## config.mk

```make
export PLATFORM = sky130hd
export DESIGN_NAME = raster_timer_top
export DESIGN_NICKNAME = d
export VERILOG_FILES = /design/src/rtl/rtg_pkg.sv /design/src/rtl/rtg_regs.sv /design/src/rtl/rtg_scan.sv /design/src/rtl/rtg_sync.sv /design/src/rtl/rtg_irq.sv /design/src/rtl/raster_timer_top.sv
export SDC_FILE = /design/constraint.sdc
export NUM_CORES = 1
export LEC_CHECK = 0
export ABC_AREA = 1
export BUFFER_PORTS_ARGS = -buffer_cell sky130_fd_sc_hd__buf_4
export CAP_MARGIN = 20
export CORE_ASPECT_RATIO = 1.1
export CORE_UTILIZATION = 35
export CTS_CLUSTER_DIAMETER = 80
export DETAILED_ROUTE_END_ITERATION = 7
export GPL_ROUTABILITY_DRIVEN = 0
export SYNTH_ARGS = -nofsm -noshare
export SYNTH_HDL_FRONTEND = slang
export SYNTH_SLANG_ARGS = --single-unit
```

## constraint.sdc

```tcl
create_clock -name clk -period 3.2 [get_ports clk]
set_input_delay 0.64 -clock clk [delete_from_list [all_inputs] [get_ports clk]]
set_output_delay 0.64 -clock clk [all_outputs]
set_load 0.05 [all_outputs]
```

## src/rtl/rtg_pkg.sv

```systemverilog
package rtg_pkg;

    parameter int unsigned CW = 12;
    localparam int unsigned DW = 2 * CW;
    localparam int unsigned AW = 3;

    localparam logic [AW-1:0] ADR_CTRL  = 3'd0;
    localparam logic [AW-1:0] ADR_HGEOM = 3'd1;
    localparam logic [AW-1:0] ADR_HPULS = 3'd2;
    localparam logic [AW-1:0] ADR_VGEOM = 3'd3;
    localparam logic [AW-1:0] ADR_VPULS = 3'd4;

    localparam int unsigned B_RUN   = 0;
    localparam int unsigned B_OUTEN = 1;
    localparam int unsigned B_ILACE = 2;
    localparam int unsigned B_HNEG  = 3;
    localparam int unsigned B_VNEG  = 4;
    localparam int unsigned B_IRQEN = 5;
    localparam int unsigned B_VBCLR = 6;

    typedef enum logic [1:0] {
        SCAN_OFF    = 2'd0,
        SCAN_ACTIVE = 2'd1,
        SCAN_VBLANK = 2'd2
    } scan_state_t;

    typedef struct packed {
        logic [CW-1:0] h_tot_m1;
        logic [CW-1:0] h_act_m1;
        logic [CW-1:0] hp_beg_m1;
        logic [CW-1:0] hp_end;
        logic [CW-1:0] v_tot_m1;
        logic [CW-1:0] v_act_m1;
        logic [CW-1:0] vp_beg;
        logic [CW-1:0] vp_end;
        logic          ilace;
        logic          hneg;
        logic          vneg;
    } geom_t;

endpackage

```

## src/rtl/rtg_regs.sv

```systemverilog
module rtg_regs
    import rtg_pkg::*;
(
    input  logic          clk,
    input  logic          rst_n,
    input  logic          wr_en,
    input  logic [AW-1:0] wr_addr,
    input  logic [DW-1:0] wr_data,
    input  logic          frame_end,
    output logic          run_en,
    output logic          out_en,
    output logic          irq_en,
    output logic          vb_clr,
    output logic          pend_ilace,
    output geom_t         live
);

    geom_t pend;

    assign vb_clr     = wr_en && (wr_addr == ADR_CTRL) && wr_data[B_VBCLR];
    assign pend_ilace = pend.ilace;

    // pending copy and immediate control bits
    always_ff @(posedge clk) begin
        if (!rst_n) begin
            pend   <= '0;
            run_en <= 1'b0;
            out_en <= 1'b0;
            irq_en <= 1'b0;
        end else if (wr_en) begin
            case (wr_addr)
                ADR_CTRL: begin
                    run_en     <= wr_data[B_RUN];
                    out_en     <= wr_data[B_OUTEN];
                    irq_en     <= wr_data[B_IRQEN];
                    pend.ilace <= wr_data[B_ILACE];
                    pend.hneg  <= wr_data[B_HNEG];
                    pend.vneg  <= wr_data[B_VNEG];
                end
                ADR_HGEOM: begin
                    pend.h_tot_m1 <= wr_data[CW-1:0];
                    pend.h_act_m1 <= wr_data[DW-1:CW];
                end
                ADR_HPULS: begin
                    pend.hp_beg_m1 <= wr_data[CW-1:0];
                    pend.hp_end    <= wr_data[DW-1:CW];
                end
                ADR_VGEOM: begin
                    pend.v_tot_m1 <= wr_data[CW-1:0];
                    pend.v_act_m1 <= wr_data[DW-1:CW];
                end
                ADR_VPULS: begin
                    pend.vp_beg <= wr_data[CW-1:0];
                    pend.vp_end <= wr_data[DW-1:CW];
                end
                default: ;
            endcase
        end
    end

    // working copy: follows pending while stopped, else only at frame end
    always_ff @(posedge clk) begin
        if (!rst_n) begin
            live <= '0;
        end else if (!run_en || frame_end) begin
            live <= pend;
        end
    end

    assert_live_hold_R10: assert property (@(posedge clk) disable iff (!rst_n)
        (run_en && !frame_end) |=> $stable(live));

endmodule

```

## src/rtl/rtg_scan.sv

```systemverilog
module rtg_scan
    import rtg_pkg::*;
(
    input  logic          clk,
    input  logic          rst_n,
    input  logic          run_en,
    input  logic [CW-1:0] h_tot_m1,
    input  logic [CW-1:0] v_tot_m1,
    input  logic [CW-1:0] v_act_m1,
    input  logic          pend_ilace,
    output logic [CW-1:0] hcnt,
    output logic [CW-1:0] vcnt,
    output logic          field,
    output logic          frame_end,
    output logic          vb_set
);

    scan_state_t state, state_nx;
    logic line_end, last_act;

    assign line_end  = (hcnt == h_tot_m1);
    assign frame_end = run_en && line_end && (vcnt == v_tot_m1);
    assign last_act  = line_end && (vcnt == v_act_m1) && (v_act_m1 != v_tot_m1);
    assign vb_set    = run_en && (state != SCAN_VBLANK) && last_act;

    always_comb begin
        state_nx = state;
        unique case (state)
            SCAN_OFF: begin
                if (run_en) state_nx = last_act ? SCAN_VBLANK : SCAN_ACTIVE;
            end
            SCAN_ACTIVE: begin
                if (!run_en)       state_nx = SCAN_OFF;
                else if (last_act) state_nx = SCAN_VBLANK;
            end
            SCAN_VBLANK: begin
                if (!run_en)        state_nx = SCAN_OFF;
                else if (frame_end) state_nx = SCAN_ACTIVE;
            end
            default: state_nx = SCAN_OFF;
        endcase
    end

    always_ff @(posedge clk) begin
        if (!rst_n) state <= SCAN_OFF;
        else        state <= state_nx;
    end

    // counters and field parity
    always_ff @(posedge clk) begin
        if (!rst_n || !run_en) begin
            hcnt  <= '0;
            vcnt  <= '0;
            field <= 1'b0;
        end else begin
            if (line_end) begin
                hcnt <= '0;
                vcnt <= (vcnt == v_tot_m1) ? '0 : vcnt + 1'b1;
            end else begin
                hcnt <= hcnt + 1'b1;
            end
            if (frame_end) field <= pend_ilace ? ~field : 1'b0;
        end
    end

    assert_hwrap_R1: assert property (@(posedge clk) disable iff (!rst_n)
        (run_en && line_end) |=> (hcnt == '0));
    assert_stop_R7: assert property (@(posedge clk) disable iff (!rst_n)
        !run_en |=> (hcnt == '0 && vcnt == '0 && !field));
    assert_blank_lines_R8: assert property (@(posedge clk) disable iff (!rst_n)
        (state == SCAN_VBLANK) |-> (vcnt > v_act_m1));

endmodule

```

## src/rtl/rtg_sync.sv

```systemverilog
module rtg_sync
    import rtg_pkg::*;
(
    input  logic          clk,
    input  logic          rst_n,
    input  logic          run_en,
    input  logic          out_en,
    input  logic [CW-1:0] hcnt,
    input  logic [CW-1:0] vcnt,
    input  logic          field,
    input  logic [CW-1:0] h_tot_m1,
    input  logic [CW-1:0] h_act_m1,
    input  logic [CW-1:0] hp_beg_m1,
    input  logic [CW-1:0] hp_end,
    input  logic [CW-1:0] v_act_m1,
    input  logic [CW-1:0] vp_beg,
    input  logic [CW-1:0] vp_end,
    input  logic          ilace,
    input  logic          hneg,
    input  logic          vneg,
    output logic          de,
    output logic          hsync,
    output logic          vsync
);

    logic [CW:0] half;
    logic        h_on, v_even, v_odd, v_on, gate, after_half;

    assign half       = ({1'b0, h_tot_m1} + 1'b1) >> 1;
    assign after_half = ({1'b0, hcnt} >= half);
    assign gate       = run_en && out_en;

    always_comb begin
        h_on   = (hcnt > hp_beg_m1) && (hcnt < hp_end);
        v_even = (vcnt >= vp_beg) && (vcnt < vp_end);
        v_odd  = ((vcnt > vp_beg) || ((vcnt == vp_beg) && after_half)) &&
                 ((vcnt < vp_end) || ((vcnt == vp_end) && !after_half));
        v_on   = (ilace && field) ? v_odd : v_even;
    end

    assign de    = gate && (hcnt <= h_act_m1) && (vcnt <= v_act_m1);
    assign hsync = (gate && h_on) ^ hneg;
    assign vsync = (gate && v_on) ^ vneg;

    assert_gate_de_R6: assert property (@(posedge clk) disable iff (!rst_n)
        !out_en |-> !de);
    assert_de_window_R2: assert property (@(posedge clk) disable iff (!rst_n)
        de |-> (hcnt <= h_act_m1));

endmodule

```

## src/rtl/rtg_irq.sv

```systemverilog
module rtg_irq (
    input  logic clk,
    input  logic rst_n,
    input  logic vb_set,
    input  logic vb_clr,
    input  logic irq_en,
    output logic irq
);

    logic vb_stat;

    always_ff @(posedge clk) begin
        if (!rst_n)      vb_stat <= 1'b0;
        else if (vb_set) vb_stat <= 1'b1;
        else if (vb_clr) vb_stat <= 1'b0;
    end

    assign irq = vb_stat && irq_en;

    assert_w1c_R9: assert property (@(posedge clk) disable iff (!rst_n)
        (vb_clr && !vb_set) |=> !vb_stat);
    assert_set_R8: assert property (@(posedge clk) disable iff (!rst_n)
        vb_set |=> vb_stat);

endmodule

```

## src/rtl/raster_timer_top.sv

```systemverilog
module raster_timer_top
    import rtg_pkg::*;
(
    input  logic          clk,
    input  logic          rst_n,
    input  logic          wr_en,
    input  logic [AW-1:0] wr_addr,
    input  logic [DW-1:0] wr_data,
    output logic [CW-1:0] hcnt,
    output logic [CW-1:0] vcnt,
    output logic          de,
    output logic          hsync,
    output logic          vsync,
    output logic          field,
    output logic          irq
);

    geom_t live;
    logic  run_en, out_en, irq_en, vb_clr, vb_set, pend_ilace, frame_end;

    rtg_regs u_regs (
        .clk(clk), .rst_n(rst_n), .wr_en(wr_en), .wr_addr(wr_addr),
        .wr_data(wr_data), .frame_end(frame_end), .run_en(run_en),
        .out_en(out_en), .irq_en(irq_en), .vb_clr(vb_clr),
        .pend_ilace(pend_ilace), .live(live)
    );

    rtg_scan u_scan (
        .clk(clk), .rst_n(rst_n), .run_en(run_en),
        .h_tot_m1(live.h_tot_m1), .v_tot_m1(live.v_tot_m1),
        .v_act_m1(live.v_act_m1), .pend_ilace(pend_ilace),
        .hcnt(hcnt), .vcnt(vcnt), .field(field),
        .frame_end(frame_end), .vb_set(vb_set)
    );

    rtg_sync u_sync (
        .clk(clk), .rst_n(rst_n), .run_en(run_en), .out_en(out_en),
        .hcnt(hcnt), .vcnt(vcnt), .field(field),
        .h_tot_m1(live.h_tot_m1), .h_act_m1(live.h_act_m1),
        .hp_beg_m1(live.hp_beg_m1), .hp_end(live.hp_end),
        .v_act_m1(live.v_act_m1), .vp_beg(live.vp_beg), .vp_end(live.vp_end),
        .ilace(live.ilace), .hneg(live.hneg), .vneg(live.vneg),
        .de(de), .hsync(hsync), .vsync(vsync)
    );

    rtg_irq u_irq (
        .clk(clk), .rst_n(rst_n), .vb_set(vb_set), .vb_clr(vb_clr),
        .irq_en(irq_en), .irq(irq)
    );

endmodule

```

# Yosys cells after proc, flatten, opt, wreduce, memory -nomap -nowiden
# Index checks and enable logic that the tools add are counted.
[op_classes] addsub=3 order_cmp=8 n_eq_ne=16 muxes=12 bitwise_logic=3 n_reduce_logical=37
[op_table] cell="$eq A12 B12 Y1" n=5
[op_table] cell="$add A12 B1 Y12 const B" n=2
[op_table] cell="$ge A12 B12 Y1" n=2
[op_table] cell="$gt A12 B12 Y1" n=2
[op_table] cell="$le A12 B12 Y1" n=2
[op_table] cell="$lt A12 B12 Y1" n=2
[op_table] cell="$logic_and A1 B1 Y1" n=20
[op_table] cell="$add A12 B1 Y13 const B" n=1
[op_table] cell="$mux W12" n=1
[op_table] cell="$mux W2" n=6
[op_table] cell="$ne A12 B12 Y1" n=1
[op_table] cell="$reduce_and A2 Y1" n=5
[op_table] cell="$eq A3 B2 Y1 const B" n=2
[op_table] cell="$pmux W2 S3" n=1
[op_table] cell="$logic_or A1 B1 Y1" n=4
[op_table] cell="$mux W1" n=4
[op_table] cell="$ne A2 B2 Y1 const B" n=2
[op_table] cell="$eq A3 B1 Y1 const B" n=1
[op_table] cell="$eq A3 B3 Y1 const B" n=1
[op_table] cell="$logic_not A1 Y1" n=3
[op_table] cell="$logic_not A3 Y1" n=1
[op_table] cell="$ne A3 B2 Y1 const B" n=1
[op_table] cell="$ne A3 B3 Y1 const B" n=1
[op_table] cell="$reduce_and A3 Y1" n=1
[op_table] cell="7 further kinds" n=8
[word_totals] register_bits=229 input_bits=30 out_inout_bits=29 elab_cells=109

# Depth between registers and ports, before layout
[logic_depth] ltp_word=9 mapped_depth=17 depth_no_buf=17

# Hierarchy
# From an unflattened synthesis, not the netlist that was laid out.
[hier_totals] cells_unflattened=1773 area_unflattened_um2=12151.7
[by_module_without_submodules] module="rtg_regs" instances=1 cells_per_inst=1024 area_per_inst_um2=7473.4 seq_area_each_um2=4023.9
[by_module_without_submodules] module="rtg_sync" instances=1 cells_per_inst=413 area_per_inst_um2=2521.2 seq_area_each_um2=0.0
[by_module_without_submodules] module="rtg_scan" instances=1 cells_per_inst=328 area_per_inst_um2=2105.8 seq_area_each_um2=540.5
[by_module_without_submodules] module="rtg_irq" instances=1 cells_per_inst=8 area_per_inst_um2=51.3 seq_area_each_um2=20.0

# Worst setup path after synthesis
# Ideal clock, no wire load.
[synth_timing] path_kind="flip-flop to output port" start="reg, netlist name u_regs.live[87]" end="out vsync" arrival_time_ns=2.385 slack_ns=0.175 stages_incl_launch_ff=16 path_cell_list="dfxtp_1 > ha_1 > nand3_1 > nor3_1 > xor2_1 > inv_1 > ha_1 > nand2_1 > o21bai_1 > a21oi_1 > nor2_1 > nand2_1 > nor2_1 > nor2_1 > nand3b_1 > nand2_1"
[synth_between] elab_chain_len=9 word_cells_on_any_way=11 classes_between="add/sub: 1; order compare: 1; mux: 1; bitwise: 1; reduce/logical: 7"
[synth_lines] item="$add A12 B1 Y13 *" line_no="rtg_sync.sv:29" source="assign half = ({1'b0, h_tot_m1} + 1'b1) >> 1;"
[synth_lines] item="$ge A12 B12 Y1 *" line_no="rtg_sync.sv:30" source="assign after_half = ({1'b0, hcnt} >= half);"
[synth_lines] item="$logic_not A1 Y1" line_no="rtg_sync.sv:37" source="((vcnt < vp_end) || ((vcnt == vp_end) && !after_half));"
[synth_lines] item="$logic_and A1 B1 Y1" line_no="rtg_sync.sv:37"
[synth_lines] item="$logic_or A1 B1 Y1" line_no="rtg_sync.sv:37"
[synth_lines] item="$logic_and A1 B1 Y1 *" line_no="rtg_sync.sv:36" source="v_odd = ((vcnt > vp_beg) || ((vcnt == vp_beg) && after_half)) &&"
[synth_lines] item="$mux W1 *" line_no="rtg_sync.sv:38" source="v_on = (ilace && field) ? v_odd : v_even;"
[synth_lines] item="$logic_and A1 B1 Y1 *" line_no="rtg_sync.sv:43" source="assign vsync = (gate && v_on) ^ vneg;"
[synth_lines] item="$xor A1 B1 Y1 *" line_no="rtg_sync.sv:43"
[synth_lines] item="to (decl)" line_no="raster_timer_top.sv:13" source="output logic vsync,"
# Mark *: on every way between the ends. The rest lies on a longest branch, timed or not.

# Final worst setup path
[layout_timing] start="reg, netlist name u_regs.live[88]" end="out vsync"
[layout_between] elab_chain_len=9 word_cells_on_any_way=11 classes_between="add/sub: 1; order compare: 1; mux: 1; bitwise: 1; reduce/logical: 7"
[layout_lines] item="$add A12 B1 Y13 *" line_no="rtg_sync.sv:29"
[layout_lines] item="$ge A12 B12 Y1 *" line_no="rtg_sync.sv:30"
[layout_lines] item="$logic_not A1 Y1" line_no="rtg_sync.sv:37"
[layout_lines] item="$logic_and A1 B1 Y1" line_no="rtg_sync.sv:37"
[layout_lines] item="$logic_or A1 B1 Y1" line_no="rtg_sync.sv:37"
[layout_lines] item="$logic_and A1 B1 Y1 *" line_no="rtg_sync.sv:36"
[layout_lines] item="$mux W1 *" line_no="rtg_sync.sv:38"
[layout_lines] item="$logic_and A1 B1 Y1 *" line_no="rtg_sync.sv:43"
[layout_lines] item="$xor A1 B1 Y1 *" line_no="rtg_sync.sv:43"
# Marked as above.

==> run_results.csv <==
group,metric,value,unit
hold_path,hold_class,"input pin to register",
sta,slew_headroom,45.8,%
yosys,syn_nets,1636,
floorplanning,coreArea,31300,um^2
critical_path,endpoint,"vsync",
yosys,ys_ff_latch,229,
floorplanning,io-pin-count,59,
cts,clk_pin_slew_worst_paths,60,ps
critical_path,path_class,"register to primary output",
sta,fin_crit_sh,115,%
outcome,status,"finished with violations",
power_and_ir_drop,p_per_area,507,nW/um^2
outcome,violations,"setup timing",
sta,worst_pin_slew,813,ps
yosys,yosys_warnings,0,
floorplanning,num_rows,68,
critical_path,worst-endpoint-required,2560,ps
cts,cts_tree,"done",
global_routing,grt_pass1_vias,9255,
sta,setup_violations,1,
cts,cts_made_buffers,25,
cts,holdBufCountCts,0,
sta,fin_crit,3670,ps
global_routing,grt_max_degree,112,
yosys,synth_top_flop_cell,"dfxtp_1",
cts,clock_path_buffers,3,
critical_path,r2r-start,"u_scan.hcnt[5]$_SDFF_PP0_",
placed_design,portBuffers,58,
global_routing,gr-usage-all-layers,19.0,%
routing,remaining_drc_errors,0,
floorplanning,die_area,32500,um^2
routing,route.met2.wl,14700,um
yosys,syn_area,11100,um^2
critical_path,worstSetupStartpoint,"u_regs.live[88]$_SDFFE_PN0P_",
routing,route.met3.wl,1220,um
critical_path,critPathLaunchType,"register",
layout,multi_input_area,5540,um^2
yosys,synth.avg_cell_area,7.32,um^2
yosys,synth_top_family_by_area,"simple AND/OR/NAND/NOR gates",
hold_path,holdPathStages,3,
floorplanning,start_util,35.5,%
cts,root_buffer,"clkbuf_16",
routing,routed_via_density,4.86,
yosys,ys_types,33,
layout,antennaDiodeCount,0,
yosys,synth.area.mux_share,0,%
routing,via_count,9797,
yosys,yosys.area_share.simple,19.1,%
layout,drive_gt1_share,11.3,%
power_and_ir_drop,peakVddDrop,348,uV
yosys,async_reset_ff_share,0,%
cts,clk_latency,530,ps
critical_path,cp.arrival,3030,ps
cts,cts_sinks,229,
yosys,syn_inst,1519,
routing,drt-pass1-iter-count,8,
yosys,ys_top_cells_by_area,"dfxtp_1, ha_1, nor2_1",
layout,stdcell_count,2014,
critical_path,worstSetupEndpointType,"primary output",
routing,antenna_left,0,
yosys,synth_compound_area_share,17.0,%
yosys,yosysSeqAreaShare,41.2,%
sta,drv_slew,0,
yosys,synth_fa_ha_area_share,9.79,%
floorplanning,die_y,189,um
yosys,synth-edff-count,0,
run,max_cap_viol_count,0,
critical_path,worst_r2r_endpoint,"u_regs.live[37]$_SDFFE_PN0P_",
routing,routedLengthMet1,14200,um
cts,cts_max_level,1,
yosys,synth_common_cells,"nor2_1, dfxtp_1, inv_1, o21ai_0, nand2_1",
placed_design,pre_cts_ws,-72.2,ps
yosys,yosysTopAreaCell,"dfxtp_1",
layout,syn_to_final_growth,17.1,%
sta,hold_viol,0,
global_routing,grt_pass1_wl,48800,um
power_and_ir_drop,leakagePower,5.46,nW
layout,nets,1692,
sta,rsz0062_at_grt,"yes",
floorplanning,die_x,172,um
routing,drt_iter0_drc,713,
yosys,synth_top_area_share,41.2,%
yosys,yosysMostFrequentCell,"nor2_1",
critical_path,path_max_fanout,4,
routing,top_layer,"met4",
sta,fmax,273,MHz
sta,finClkSkew,24.9,ps
layout,fillers,3259,
placed_design,place_hpwl,22000,um
global_routing,grt-ovfl-total,0,
critical_path,r2r_slack,740,ps
placed_design,dp_cells,1966,
layout,area.sequential,4610,um^2
sta,fin_ws,-467,ps
routing,wl,30700,um
routing,wl_per_cell,15.2,um
yosys,synthXorXnorAreaFrac,2.84,%
critical_path,ff2ff_path_depth,14,
global_routing,antenna_found_initial,0,
[repair_timing]
item,4_1_cts,5_1_grt
pin swaps,9,18
buffers inserted,1,1
endpoints found under the setup margin,3,3
gates resized for setup,29,23
[power breakdown]
group | total [W] | switching (W) | internal [W] | leakage, nW
registers | 0.00302 | 0.0000658 | 0.00295 | 1.87
logic | 0.000714 | 0.000468 | 0.000245 | 3.18
clock network | 0.00287 | 0.00115 | 0.00172 | 0.408
total | 0.00660 | 0.00169 | 0.00492 | 5.46
[logic make-up (layout without fill, tap and decap cells)]
group / count (synthesis) / after routing
xor gates and xnor gates: 36 / 36
buffers and inverters: 267 / 342
and+or+nand+nor: 527 / 527
DFF: 229 / 229
adders and majority gates: 87 / 87
AOI/OAI and AO/OA: 373 / 373
[worst max-delay path, stage by stage (launching register included)]
cell      delay, ps
dfxtp_4         390
buf_6           100
ha_1            140
nand4_1         160
buf_4           190
xor2_1          130
ha_1            290
nand2_1          70
inv_1            40
o21bai_1        120
a21oi_1          80
nor2_1          140
nand2_2         120
nor2_2          100
nor2_1           60
nand2_1          50
nand2_1          50
nand2_2          90
buf_8           150
[metrics by stage]
stage                     util [%]  TNS [ps]  hold WS (ps)  total power (W)  instance area, um^2
after floorplan                  -         0           430          0.00354                11100
after global placement        38.4     -26.2           440          0.00376                12000
after detailed placement      38.4     -72.2           446          0.00377                12000
after CTS                     41.4      -437           364          0.00666                12900
after global routing          41.6      -631           379          0.00689                13000
final                         41.6      -467           380          0.00660                13000
[layout by cell type, fill, tap and decap left out, types with 4 or more instances in the layout]
| master | synthesis | final |
|---|---|---|
| nor2_1 | 284 | 277 |
| dfxtp_1 | 229 | 211 |
| inv_1 | 200 | 199 |
| o21ai_0 | 180 | 179 |
| nand2_1 | 170 | 168 |
| a21oi_1 | 141 | 141 |
| ha_1 | 87 | 86 |
| buf_4 | 0 | 85 |
| o21ai_1 | 41 | 41 |
| xor2_1 | 26 | 26 |
| clkbuf_16 | 0 | 25 |
| nand3_1 | 25 | 21 |
| nand4_1 | 19 | 19 |
| dfxtp_2 | 0 | 15 |
| nor3_1 | 18 | 13 |
| xnor2_1 | 10 | 10 |
| nor2_2 | 1 | 6 |
| clkinv_2 | 0 | 6 |
| clkbuf_1 | 38 | 6 |
| inv_2 | 4 | 5 |
| clkbuf_8 | 0 | 5 |
| nor3_2 | 0 | 4 |
| buf_12 | 1 | 4 |
[sequential cells by signal, summed over array words and instances (netlist names)]
| signal | count |
|---|---|
| u_irq.vb_stat | 1 |
| u_regs.out_en | 1 |
| u_scan.field | 1 |
| u_regs.pend | 98 |
| u_scan.vcnt | 12 |
| u_regs.pend_ilace | 1 |
| u_scan.state | 2 |
| u_scan.hcnt | 12 |
| u_regs.live | 99 |
| u_regs.irq_en | 1 |
| u_regs.run_en | 1 |
[metal layers]
metal,GRT usage [%],up-vias
li1,-,5018
met1,24.9,4559
met2,32.4,180
met3,2.36,40
met4,5.14,0
met5,0,-
[area by class of cell]
cell class,instances,share of cell area [%]
Clock buffer,36,5.51
Clock inverter,10,0.817
Tap cell,420,4.04
Multi-Input combinational cell,1023,42.5
Sequential cell,229,35.4
Inverter,204,5.88
Timing Repair Buffer,92,5.80
[worst min path at each step]
stage / from / slack [ps] / end
6_report: wr_data[10] / 380 / u_regs.pend[73]$_SDFFE_PN0P_
5_1_grt: wr_data[10] / 380 / u_regs.pend[73]$_SDFFE_PN0P_
4_1_cts: wr_data[10] / 360 / u_regs.pend[73]$_SDFFE_PN0P_
3_5_place_dp: u_regs.pend[10]$_SDFFE_PN0P_ / 450 / u_regs.pend[10]$_SDFFE_PN0P_
3_3_place_gp: u_regs.pend[23]$_SDFFE_PN0P_ / 440 / u_regs.pend[23]$_SDFFE_PN0P_
2_1_floorplan: u_regs.pend[10]$_SDFFE_PN0P_ / 430 / u_regs.pend[10]$_SDFFE_PN0P_
No activity file was read; power rests on OpenSTA's default activity.
